## config.mk

```make
export PLATFORM = sky130hd
export DESIGN_NAME = vacc_top
export DESIGN_NICKNAME = d
export VERILOG_FILES = /design/src/rtl/vacc_pkg.sv /design/src/rtl/vacc_span.sv /design/src/rtl/vacc_judge.sv /design/src/rtl/vacc_top.sv
export SDC_FILE = /design/constraint.sdc
export NUM_CORES = 1
export LEC_CHECK = 0
export ABC_AREA = 1
export BUFFER_PORTS_ARGS = -buffer_cell sky130_fd_sc_hd__buf_2
export CORE_ASPECT_RATIO = 0.6
export CORE_MARGIN = 2
export CORE_UTILIZATION = 40
export CTS_CLUSTER_SIZE = 12
export DETAILED_ROUTE_END_ITERATION = 8
export PLACE_DENSITY = 0.76
export RECOVER_POWER = 100
export SYNTH_ARGS = -nofsm -noshare
export SYNTH_HDL_FRONTEND = slang
export SYNTH_SLANG_ARGS = --single-unit
```

## constraint.sdc

```tcl
create_clock -name clk -period 2.9 [get_ports clk]
set_input_delay 0.145 -clock clk [delete_from_list [all_inputs] [get_ports clk]]
set_output_delay 0.145 -clock clk [all_outputs]
set_load 0.03 [all_outputs]
```

## src/rtl/vacc_pkg.sv

```systemverilog
package vacc_pkg;

    typedef enum logic [1:0] {
        KIND_DATA = 2'b00,
        KIND_XFER = 2'b01,
        KIND_CALC = 2'b10,
        KIND_RSVD = 2'b11
    } req_kind_e;

    // bit 2: ignore relaxation, bit 1: top-bit relaxation, bit 0: wide width
    typedef struct packed {
        logic ign;
        logic topbit;
        logic wide;
    } mode_t;

    typedef enum logic [1:0] {
        CHK_STRICT = 2'b00,
        CHK_TOPBIT = 2'b01,
        CHK_NONE   = 2'b10
    } chk_sel_e;

    typedef struct packed {
        logic fault;
        logic gp;
        logic ip_load;
    } verdict_t;

    localparam int N_WIDTHS = 2;

    // Ignore beats top-bit relaxation; compute-only requests skip checking.
    function automatic chk_sel_e pick_check(mode_t m, req_kind_e k);
        if (k == KIND_CALC || m.ign) return CHK_NONE;
        if (m.topbit)                return CHK_TOPBIT;
        return CHK_STRICT;
    endfunction

endpackage

```

## src/rtl/vacc_span.sv

```systemverilog
module vacc_span #(
    parameter int ADDR_W = 64,
    parameter int TOP    = 47
) (
    input  logic [ADDR_W-1:0] addr,
    output logic              strict_ok,
    output logic              topbit_ok,
    output logic [ADDR_W-1:0] untag
);
    localparam int HI_N  = ADDR_W - TOP;
    localparam int EXT_N = ADDR_W - 1 - TOP;

    logic [HI_N-1:0] hi;

    always_comb begin
        hi        = addr[ADDR_W-1:TOP];
        strict_ok = (&hi) | ~(|hi);
        topbit_ok = (addr[ADDR_W-1] == addr[TOP]);
        untag     = {{EXT_N{addr[TOP]}}, addr[TOP:0]};
    end
endmodule

```

## src/rtl/vacc_judge.sv

```systemverilog
module vacc_judge
    import vacc_pkg::*;
(
    input  logic [N_WIDTHS-1:0] strict_ok,
    input  logic [N_WIDTHS-1:0] topbit_ok,
    input  mode_t               mode,
    input  req_kind_e           kind,
    output verdict_t            verdict
);
    chk_sel_e sel;
    logic     pass;
    logic     w;

    always_comb begin
        w    = mode.wide;
        sel  = pick_check(mode, kind);
        unique case (sel)
            CHK_STRICT: pass = strict_ok[w];
            CHK_TOPBIT: pass = topbit_ok[w];
            default:    pass = 1'b1;
        endcase
        verdict.fault   = ~pass;
        verdict.gp      = ~pass & (kind == KIND_XFER);
        verdict.ip_load = pass & (kind == KIND_XFER);
    end
endmodule

```

## src/rtl/vacc_top.sv

```systemverilog
module vacc_top
    import vacc_pkg::*;
#(
    parameter int ADDR_W = 64,
    parameter int LOW_VA = 48,
    parameter int HIGH_VA = 57
) (
    input  logic              clk,
    input  logic              rst,
    input  logic              req_valid,
    input  logic [ADDR_W-1:0] req_addr,
    input  logic [1:0]        req_kind,
    input  logic [2:0]        req_mode,
    output logic              res_valid,
    output logic              res_fault,
    output logic              res_fault_gp,
    output logic              res_ip_load,
    output logic [ADDR_W-1:0] res_addr
);
    localparam int LOW_TOP  = LOW_VA - 1;
    localparam int HIGH_TOP = HIGH_VA - 1;

    logic [N_WIDTHS-1:0] strict_ok;
    logic [N_WIDTHS-1:0] topbit_ok;
    logic [ADDR_W-1:0]   untag [N_WIDTHS];
    mode_t               mode;
    req_kind_e           kind;
    verdict_t            verdict;
    logic [ADDR_W-1:0]   addr_nx;

    assign mode = mode_t'(req_mode);
    assign kind = req_kind_e'(req_kind);

    for (genvar g = 0; g < N_WIDTHS; g++) begin : g_span
        localparam int TOP = (g == 0) ? LOW_TOP : HIGH_TOP;
        vacc_span #(.ADDR_W(ADDR_W), .TOP(TOP)) span_i (
            .addr      (req_addr),
            .strict_ok (strict_ok[g]),
            .topbit_ok (topbit_ok[g]),
            .untag     (untag[g])
        );
    end

    vacc_judge judge_i (
        .strict_ok (strict_ok),
        .topbit_ok (topbit_ok),
        .mode      (mode),
        .kind      (kind),
        .verdict   (verdict)
    );

    assign addr_nx = verdict.fault ? '0 : untag[mode.wide];

    always_ff @(posedge clk) begin
        if (rst) begin
            res_valid    <= 1'b0;
            res_fault    <= 1'b0;
            res_fault_gp <= 1'b0;
            res_ip_load  <= 1'b0;
            res_addr     <= '0;
        end else begin
            res_valid    <= req_valid;
            res_fault    <= req_valid & verdict.fault;
            res_fault_gp <= req_valid & verdict.gp;
            res_ip_load  <= req_valid & verdict.ip_load;
            res_addr     <= req_valid ? addr_nx : '0;
        end
    end


    valid_latency_chk: assert property (@(posedge clk) disable iff (rst)
        $past(!rst) |-> (res_valid == $past(req_valid)));


    gp_blocks_ip_chk: assert property (@(posedge clk) disable iff (rst)
        res_fault_gp |-> (res_fault && !res_ip_load));


    calc_bypass_chk: assert property (@(posedge clk) disable iff (rst)
        ($past(!rst) && $past(req_valid) && $past(req_kind) == 2'b10) |-> !res_fault);


    ignore_pass_chk: assert property (@(posedge clk) disable iff (rst)
        ($past(!rst) && $past(req_valid) && $past(req_mode[2])) |-> !res_fault);


    untag_low_chk: assert property (@(posedge clk) disable iff (rst)
        ($past(!rst) && res_valid && !res_fault && !$past(req_mode[0]))
            |-> (res_addr[ADDR_W-1] == res_addr[LOW_TOP]));


    fault_zero_addr_chk: assert property (@(posedge clk) disable iff (rst)
        res_fault |-> (res_addr == '0));


    idle_quiet_chk: assert property (@(posedge clk) disable iff (rst)
        !res_valid |-> !(res_fault || res_ip_load));
endmodule

```

==> results.json <==
{
  "fp.dieW_um": 96.5,
  "final_cell_mix": "70 x nor2_1, 70 x clkbuf_1, 70 x buf_2",
  "dp_cells": 440,
  "drive_above_1_share_pct": 24.1,
  "path_buf_inv": 3,
  "cts_root_buf": "clkbuf_8",
  "synth_top_family_by_area": "simple AND/OR/NAND/NOR gates",
  "syn_to_final_growth_pct": 36.5,
  "required_ns": 3.11,
  "syn-cell-area_mm2": 0.00205,
  "track_usage_pct": 15.4,
  "place.port_buffers": 139,
  "vias": 1824,
  "path_common_cell": "nand2_1",
  "grt_max_degree": 34,
  "cpPeakStageDelay_ns": 0.73,
  "die_h_um": 59.5,
  "grt_overflow": 0,
  "diodes": 0,
  "rows": 20,
  "clk_pin_slew_ns": 0.06,
  "fin_nets": 458,
  "drc": 0,
  "power_density_mw_per_mm2": 617,
  "muxShareOfSynthArea_pct": 0,
  "path_depth": 9,
  "ios": 140,
  "htree_levels": 3,
  "multi_input_area_um2": 487,
  "grt_pass1_wl_um": 6600,
  "report.final.slew_viol_count": 0,
  "finalSetupTns_ns": 0,
  "min_period_ns": 2.02,
  "core_mm2": 0.00500,
  "yosys.area_share.simple_pct": 22.4,
  "drt-wirelength-per-cell_um": 9.70,
  "stdcell_count": 456,
  "timing.fmax_mhz": 495,
  "cts_setup_buffers": 0,
  "dp_hpwl_um": 3450,
  "drtAntennaViolNets": 0,
  "crit_path_end_kind": "register",
  "clk_path_buf_depth": 2,
  "synth_xor_area_share_pct": 0,
  "status": "complete, no violations",
  "grt_pass1_vias": 1560,
  "min_path_cells": 3,
  "start_kind": "input pin",
  "seq_area_mm2": 0.00122,
  "ys_warn_count": 0,
  "cts_resized": 0,
  "avgSynthCellArea_um2": 8.28,
  "drtIter0Drc": 38,
  "cts_buffers": 9,
  "gp_congestion": 0.785,
  "path_max_fanout": 33,
  "rsz0062_at_grt": "no",
  "vias_per_cell": 4.00,
  "initial_core_util_pct": 41.0,
  "synthAdderAreaFrac_pct": 0,
  "power.leakage_nw": 1.46,
  "finalWirelength_um": 4430,
  "synth_compound_area_share_pct": 2.86,
  "ys_types": 14,
  "finalSetupViolCount": 0,
  "clkSinkCount": 61,
  "tightest_slew_ns": 1.00,
  "tritoncts": "yes",
  "total_power_w": 0.00173,
  "hp-class": "in2reg",
  "yosysSeqAreaShare_pct": 59.5,
  "crit_family": "simple AND/OR/NAND/NOR gates",
  "die_area_mm2": 0.00574,
  "first_pass_iters": 4,
  "vdd_drop_max_mv": 0.304,
  "crit_chain": "clkbuf_1 -> o21ai_1 -> inv_1 -> nand2_1 -> a31oi_1 -> nand2_1 -> nand2_1 -> buf_12 -> nor2_1",
  "crit_type": "in2reg",
  "hold_viol": 0,
  "slew_headroom_pct": 32.9,
  "antenna_found_initial": 0,
  "syn_inst": 248,
  "ys_ff_latch": 61,
  "cts-hold-fix-buffers": 1,
  "crit_arrival_ns": 2.23,
  "syn-num-nets": 320,
  "fin_crit_sh_pct": 69.7,
  "slowest_stage": "nand2_1",
  "fillers": 520,
  "drv_cap": 0
}
[area by class of cell]
cell class | instances | share of cell area, %
Multi-Input combinational cell | 118 | 17.4
Clock inverter | 4 | 0.893
Sequential cell | 61 | 43.6
Clock buffer | 11 | 5.04
Timing Repair Buffer | 141 | 22.8
Tap cell | 66 | 2.95
Inverter | 55 | 7.37
[final timing paths]
check	endpoint	from	slack (ns)
max	res_addr[10]	req_mode[0]	0.88
min	res_addr[1]	req_addr[1]	0.03
[where the power goes]
part | total [W] | leakage [nW] | switching [W] | internal (W)
clock network | 0.000618 | 0.0812 | 0.000293 | 0.000325
logic | 0.000231 | 0.885 | 0.000157 | 0.0000739
registers | 0.000881 | 0.499 | 0.00000927 | 0.000872
total | 0.00173 | 1.46 | 0.000459 | 0.00127
[layer usage]
metal  part of all wire (%)  global-route usage (%)  vias up  wire length (um)
met1                     44                    16.7      763              1940
met5                      0                       0        -                 0
met4                   0.66                    5.43        0                29
met3                     12                    9.29        5               542
li1                       -                       -      969                 -
met2                     43                    24.9       87              1920
[registers in the layout (all words and copies together), names as in the netlist]
name          cells
res_fault_gp      1
res_fault         1
res_valid         1
res_addr         57
res_ip_load       1
[stage by stage]
| step | instance area [um2] | hold slack (ns) | setup slack (ns) | util (%) |
|---|---|---|---|---|
| after floorplan | 2050 | 0.249 | 1.75 | - |
| after global placement | 2750 | 0.343 | 1.14 | 54.9 |
| after detailed placement | 2750 | 0.343 | 1.06 | 54.9 |
| after CTS | 2920 | 0.00876 | 1.37 | 58.4 |
| after global routing | 2800 | 0.00776 | 0.644 | 56.0 |
| final | 2800 | 0.0289 | 0.880 | 56.0 |
[synthesized netlist by cell type (all sizes together)]
master / instances / share of area [%]
a21oi: 8 / 2.0
a31oi: 1 / 0.30
buf: 14 / 5.2
dfxtp: 61 / 59
inv: 55 / 10
nand2: 25 / 4.7
nand3: 3 / 0.73
nor2: 79 / 17
o21ai: 1 / 0.24
o21bai: 1 / 0.37
[cells by family after synthesis]
group           after synthesis
flops                        61
compound gates               11
simple gates                107
buf+inv                      69
No activity file was read; power rests on OpenSTA's default activity.
